**config.mk**
```make
export PLATFORM = sky130hd
export DESIGN_NAME = hsimd_alu
export DESIGN_NICKNAME = d
export VERILOG_FILES = /design/src/rtl/hsimd_pkg.sv /design/src/rtl/hsimd_clamp.sv /design/src/rtl/hsimd_lane.sv /design/src/rtl/hsimd_alu.sv
export SDC_FILE = /design/constraint.sdc
export NUM_CORES = 1
export LEC_CHECK = 0
export ABC_CLOCK_PERIOD_IN_PS = 6750
export BUFFER_PORTS_ARGS = -buffer_cell sky130_fd_sc_hd__buf_2
export CORE_AREA = 3 3 192 194
export DETAILED_ROUTE_END_ITERATION = 10
export DIE_AREA = 0 0 195 197
export PLACE_DENSITY = 0.8
export SLEW_MARGIN = 20
export SYNTH_ARGS = -nofsm -noshare
export SYNTH_HDL_FRONTEND = slang
export SYNTH_HIERARCHICAL = 1
export SYNTH_SLANG_ARGS = --single-unit
```
**constraint.sdc**
```tcl
create_clock -name clk -period 6.75 [get_ports clk]
set_clock_uncertainty 0.2 [all_clocks]
set_input_delay 1.0125 -clock clk [delete_from_list [all_inputs] [get_ports clk]]
set_output_delay 1.0125 -clock clk [all_outputs]
set_load 0.02 [all_outputs]
```
**src/rtl/hsimd_pkg.sv**
```systemverilog
package hsimd_pkg;

    localparam int LANE_W_DEF = 16;
    localparam int LANES_DEF  = 4;
    localparam int SH_W_DEF   = 2;
    localparam int OP_W       = 3;

    typedef enum logic [OP_W-1:0] {
        OP_ADD_SS = 3'd0,
        OP_ADD_US = 3'd1,
        OP_SUB_SS = 3'd2,
        OP_SUB_US = 3'd3,
        OP_AVG    = 3'd4,
        OP_SHLADD = 3'd5,
        OP_SHRADD = 3'd6,
        OP_NONE   = 3'd7
    } hsimd_op_e;

endpackage

```
**src/rtl/hsimd_clamp.sv**
```systemverilog
module hsimd_clamp #(
    parameter int LANE_W = 16,
    parameter int WIDE_W = 20
) (
    input  logic signed [WIDE_W-1:0] val,
    input  logic                     uns_mode,
    output logic        [LANE_W-1:0] clamped
);

    localparam logic signed [WIDE_W-1:0] SMAX = WIDE_W'((1 << (LANE_W-1)) - 1);
    localparam logic signed [WIDE_W-1:0] SMIN = -WIDE_W'(1 << (LANE_W-1));
    localparam logic signed [WIDE_W-1:0] UMAX = WIDE_W'((1 << LANE_W) - 1);
    localparam logic signed [WIDE_W-1:0] UMIN = '0;

    logic signed [WIDE_W-1:0] hi_lim;
    logic signed [WIDE_W-1:0] lo_lim;

    always_comb begin
        hi_lim = uns_mode ? UMAX : SMAX;
        lo_lim = uns_mode ? UMIN : SMIN;
        if (val > hi_lim) begin
            clamped = hi_lim[LANE_W-1:0];
        end else if (val < lo_lim) begin
            clamped = lo_lim[LANE_W-1:0];
        end else begin
            clamped = val[LANE_W-1:0];
        end
    end

endmodule

```
**src/rtl/hsimd_lane.sv**
```systemverilog
module hsimd_lane
    import hsimd_pkg::*;
#(
    parameter int LANE_W = 16,
    parameter int SH_W   = 2
) (
    input  logic [OP_W-1:0]   op,
    input  logic [SH_W-1:0]   shamt,
    input  logic [LANE_W-1:0] a,
    input  logic [LANE_W-1:0] b,
    output logic [LANE_W-1:0] y
);

    localparam int SH_MAX = (1 << SH_W) - 1;
    localparam int WIDE_W = LANE_W + SH_MAX + 1;
    localparam int EXT_W  = WIDE_W - LANE_W;

    logic signed [WIDE_W-1:0] a_s;
    logic signed [WIDE_W-1:0] a_u;
    logic signed [WIDE_W-1:0] b_s;
    logic signed [WIDE_W-1:0] wide_d;
    logic                     uns_d;
    logic        [LANE_W:0]   sum_avg;
    logic        [LANE_W-1:0] avg_d;
    logic        [LANE_W-1:0] sat_y;

    always_comb begin
        a_s     = {{EXT_W{a[LANE_W-1]}}, a};
        a_u     = {{EXT_W{1'b0}}, a};
        b_s     = {{EXT_W{b[LANE_W-1]}}, b};
        sum_avg = {1'b0, a} + {1'b0, b};
        avg_d   = sum_avg[LANE_W:1] | {{(LANE_W-1){1'b0}}, sum_avg[0]};
        uns_d   = 1'b0;
        wide_d  = '0;
        case (hsimd_op_e'(op))
            OP_ADD_SS: wide_d = a_s + b_s;
            OP_ADD_US: begin
                wide_d = a_u + b_s;
                uns_d  = 1'b1;
            end
            OP_SUB_SS: wide_d = a_s - b_s;
            OP_SUB_US: begin
                wide_d = a_u - b_s;
                uns_d  = 1'b1;
            end
            OP_SHLADD: wide_d = (a_s <<< shamt) + b_s;
            OP_SHRADD: wide_d = (a_s >>> shamt) + b_s;
            default:   wide_d = '0;
        endcase
    end

    hsimd_clamp #(
        .LANE_W(LANE_W),
        .WIDE_W(WIDE_W)
    ) clamp_i (
        .val     (wide_d),
        .uns_mode(uns_d),
        .clamped (sat_y)
    );

    always_comb begin
        case (hsimd_op_e'(op))
            OP_AVG:  y = avg_d;
            OP_NONE: y = '0;
            default: y = sat_y;
        endcase
    end

endmodule

```
**src/rtl/hsimd_alu.sv**
```systemverilog
module hsimd_alu
    import hsimd_pkg::*;
#(
    parameter int LANE_W = LANE_W_DEF,
    parameter int LANES  = LANES_DEF,
    parameter int SH_W   = SH_W_DEF
) (
    input  logic                      clk,
    input  logic                      rst,
    input  logic                      in_valid,
    input  logic [OP_W-1:0]           op,
    input  logic [LANES*LANE_W-1:0]   src_a,
    input  logic [LANES*LANE_W-1:0]   src_b,
    input  logic [SH_W-1:0]           shamt,
    output logic                      out_valid,
    output logic [LANES*LANE_W-1:0]   result
);

    localparam int DATA_W = LANES * LANE_W;

    typedef struct packed {
        logic              vld;
        logic [DATA_W-1:0] res;
    } alu_state_t;

    alu_state_t        state_d;
    alu_state_t        state_q;
    logic [DATA_W-1:0] lanes_y;

    for (genvar k = 0; k < LANES; k++) begin : g_lane
        hsimd_lane #(
            .LANE_W(LANE_W),
            .SH_W  (SH_W)
        ) lane_i (
            .op   (op),
            .shamt(shamt),
            .a    (src_a[k*LANE_W +: LANE_W]),
            .b    (src_b[k*LANE_W +: LANE_W]),
            .y    (lanes_y[k*LANE_W +: LANE_W])
        );
    end

    always_comb begin
        state_d     = state_q;
        state_d.vld = in_valid;
        if (in_valid) begin
            state_d.res = lanes_y;
        end
    end

    always_ff @(posedge clk) begin
        if (rst) begin
            state_q <= '0;
        end else begin
            state_q <= state_d;
        end
    end

    assign out_valid = state_q.vld;
    assign result    = state_q.res;

endmodule

```
==> qor.csv <==
metric,value,unit
status,completed,
final_cells,3390,
core,35400,um^2
final_nets,3304,
root_buffer,clkbuf_16,
synth_top_area_cell,ha_1,
end_kind,flop,
wl_per_cell,18.2,um
drt_iter0_drc,1709,
grt_usage,29.9,%
numCtsBuffers,9,
switching_share,47.9,%
crit_type,input pin to flop,
fin_area,21100,um^2
synth.cell_area,19300,um^2
crit_path_max_fanout,16,
drc,0,
slew_headroom,25.3,%
ys.flop_type,dfxtp_1,
synthTopCellsByArea,"ha_1 15%, dfxtp_1 6.7%, a21oi_1 6.0%, o21ai_0 5.9%, xnor2_1 5.6%",
grt_max_degree,66,
cts_tree,built,
p_sw,0.00170,W
ys_warn_count,6,
grt_first_pass_wirelength,98.6,mm
layout-drive-gt1-share,12.3,%
pwr-share-seq,13.6,%
clock_sinks,65,
clock_latency,0.33,ns
async_flop_share,0,%
clkSlewWorstSetupHoldPaths,0.06,ns
leakage,9.89,nW
initial_core_util,54.7,%
via_count,21400,
startpoint_type,input pin,
tightest_slew,1.11,ns
place_hpwl,48.9,mm
numPortBuffers,200,
core.rowCount,69,
syn-num-nets,3200,
finalPower,0.00356,W
power_density,169,nW/um^2
hold_viol,0,
seq_area_frac_synth,6.73,%
required,6.75,ns
ctsHtreeMaxLevel,3,
fp.dieW,195,um
synth_edf_count,0,
yosys_register_bits,65,
max-cap-violations,0,
antenna_found_initial,0,
period_share,95.7,%
floorplan.die.height,197,um
hold_class,flop to flop,
io_pins,201,
via_per_inst,6.32,
p_int,0.00186,W
slew_viol_final,0,
place_congestion,1.01,
cts_buffer_depth,2,
post_synth.cell_area_avg,6.86,um^2
n_antenna_cell,0,
syn_to_final_growth,8.83,%
timing.fmax,155,MHz
dp.cells,3370,
yosysTopAreaCellShare,15.0,%
finalWirelength,61.7,mm
synthDistinctLibCells,72,
pre_cts_ws,-0.0698,ns
vdd_drop_max,0.000145,V
pwr-share-comb,69.7,%
whs,0.287,ns
finalCriticalPeriod,6.46,ns
timing.final.ws_setup,0.289,ns
arrival,6.46,ns
dpl_cell_area,20600,um^2
power_frac_clock,16.7,%
dr.pass1.iters,6,
antenna_left,0,
dieArea,38400,um^2
finalSetupViolations,0,
grt_overflow,0,
first_global_vias,19800,
syn_inst,2820,
[cells in the final DEF, fill, tap and decap left out, types with 56 or more instances in the layout]
master / n
nand2_1: 261
nor2_1: 252
a21oi_1: 232
ha_1: 232
o21ai_0: 228
buf_2: 194
inv_1: 152
a21o_1: 128
xnor2_1: 124
mux2i_1: 88
nand3_1: 80
buf_4: 69
dfxtp_1: 65
xor2_1: 64
o22ai_1: 60
nor3_1: 56
[sequential cells by signal, indices dropped and copies added, names as in the netlist]
| name | count |
|---|---|
| result | 64 |
| out_valid | 1 |
[what timing repair did]
action                                  CTS  global route
hold endpoints to repair                  0             0
setup buffers                             0             4
endpoints found under the setup margin    0            46
hold buffers                              0             0
resized for setup                         0            10
[critical path, cell delays in order]
cell and delay (ns):
clkbuf_4 0.21, buf_4 0.18, nor2_1 0.19, nand2_2 0.20, nor2_1 0.13, nor2_1 0.06
o211ai_1 0.17, o21ai_0 0.12, ha_1 0.37, a2111oi_0 0.39, o21ai_1 0.20, a221oi_2 0.39
a221o_1 0.25, nand2b_1 0.08, xnor2_1 0.15, o22ai_1 0.29, inv_1 0.12, ha_1 0.32
nand4b_1 0.23, o41ai_4 0.40, a21oi_4 0.20, a21o_1 0.21, a22oi_1 0.16, o21ai_0 0.18
mux2i_1 0.19, nor2_1 0.05
[cell families after synthesis]
kind of cell	Yosys count	synth area share [%]
multiplexers	108	6.49
flip-flops	65	6.73
buffers and inverters	334	7.31
adder cells (fa/ha/maj)	244	16.2
XOR/XNOR	188	8.51
AO/OA/AOI/OAI	1052	35.0
AND/OR/NAND/NOR	829	19.7
[area by class of cell]
cell class | instances | area, um^2
inverter | 160 | 601
tap | 461 | 577
timing repair buffer | 267 | 1540
sequential | 65 | 1300
multi-input combinational | 2421 | 16700
fill | 3421 | 14300
clock buffer | 10 | 239
clock inverter | 6 | 138
[power groups by stage]
| stage | sequential, W | combinational (W) | clock, W |
|---|---|---|---|
| global route | 0.000488 | 0.00272 | 0.000620 |
| CTS | 0.000483 | 0.00242 | 0.000604 |
| global placement | 0.000490 | 0.00235 | 0 |
| detailed placement | 0.000490 | 0.00240 | 0 |
| floorplan | 0.000539 | 0.00176 | 0 |
| finish | 0.000485 | 0.00248 | 0.000594 |
[stage by stage]
step / setup TNS [ns] / util, %
2_1_floorplan: 0 / -
3_3_place_gp: 0 / 58.2
3_5_place_dp: -0.182 / 58.2
4_1_cts: 0 / 59.3
5_1_grt: -0.00724 / 59.5
6_report: 0 / 59.5
[Yosys cell counts, types with 64 or more instances]
cell type and number:
nor2_1 252, xor2_1 64, inv_1 152, o21ai_0 228, ha_1 232, nand3_1 80
nand2_1 264, mux2i_1 88, dfxtp_1 65, a21o_1 128, a21oi_1 232, xnor2_1 124
clkbuf_1 121
[metal layers]
metal | share of wire [%] | up-vias | wire length, um | track usage [%]
li1 | - | 10400 | - | -
met1 | 44 | 9983 | 27100 | 39.8
met2 | 46 | 881 | 28600 | 50.7
met3 | 6.6 | 136 | 4080 | 3.91
met4 | 3.2 | 0 | 1950 | 8.90
met5 | 0 | - | 0 | 0
[path summary, 6_finish.rpt]
check,start,endpoint,slack [ns],cells past startpoint
min reg2reg,result[39],result[39],0.29,2
min,result[39],result[39],0.29,2
max reg2reg,result[41],result[41],5.85,2
max,op[0],result[38],0.29,26
No activity file was read; power rests on OpenSTA's default activity.
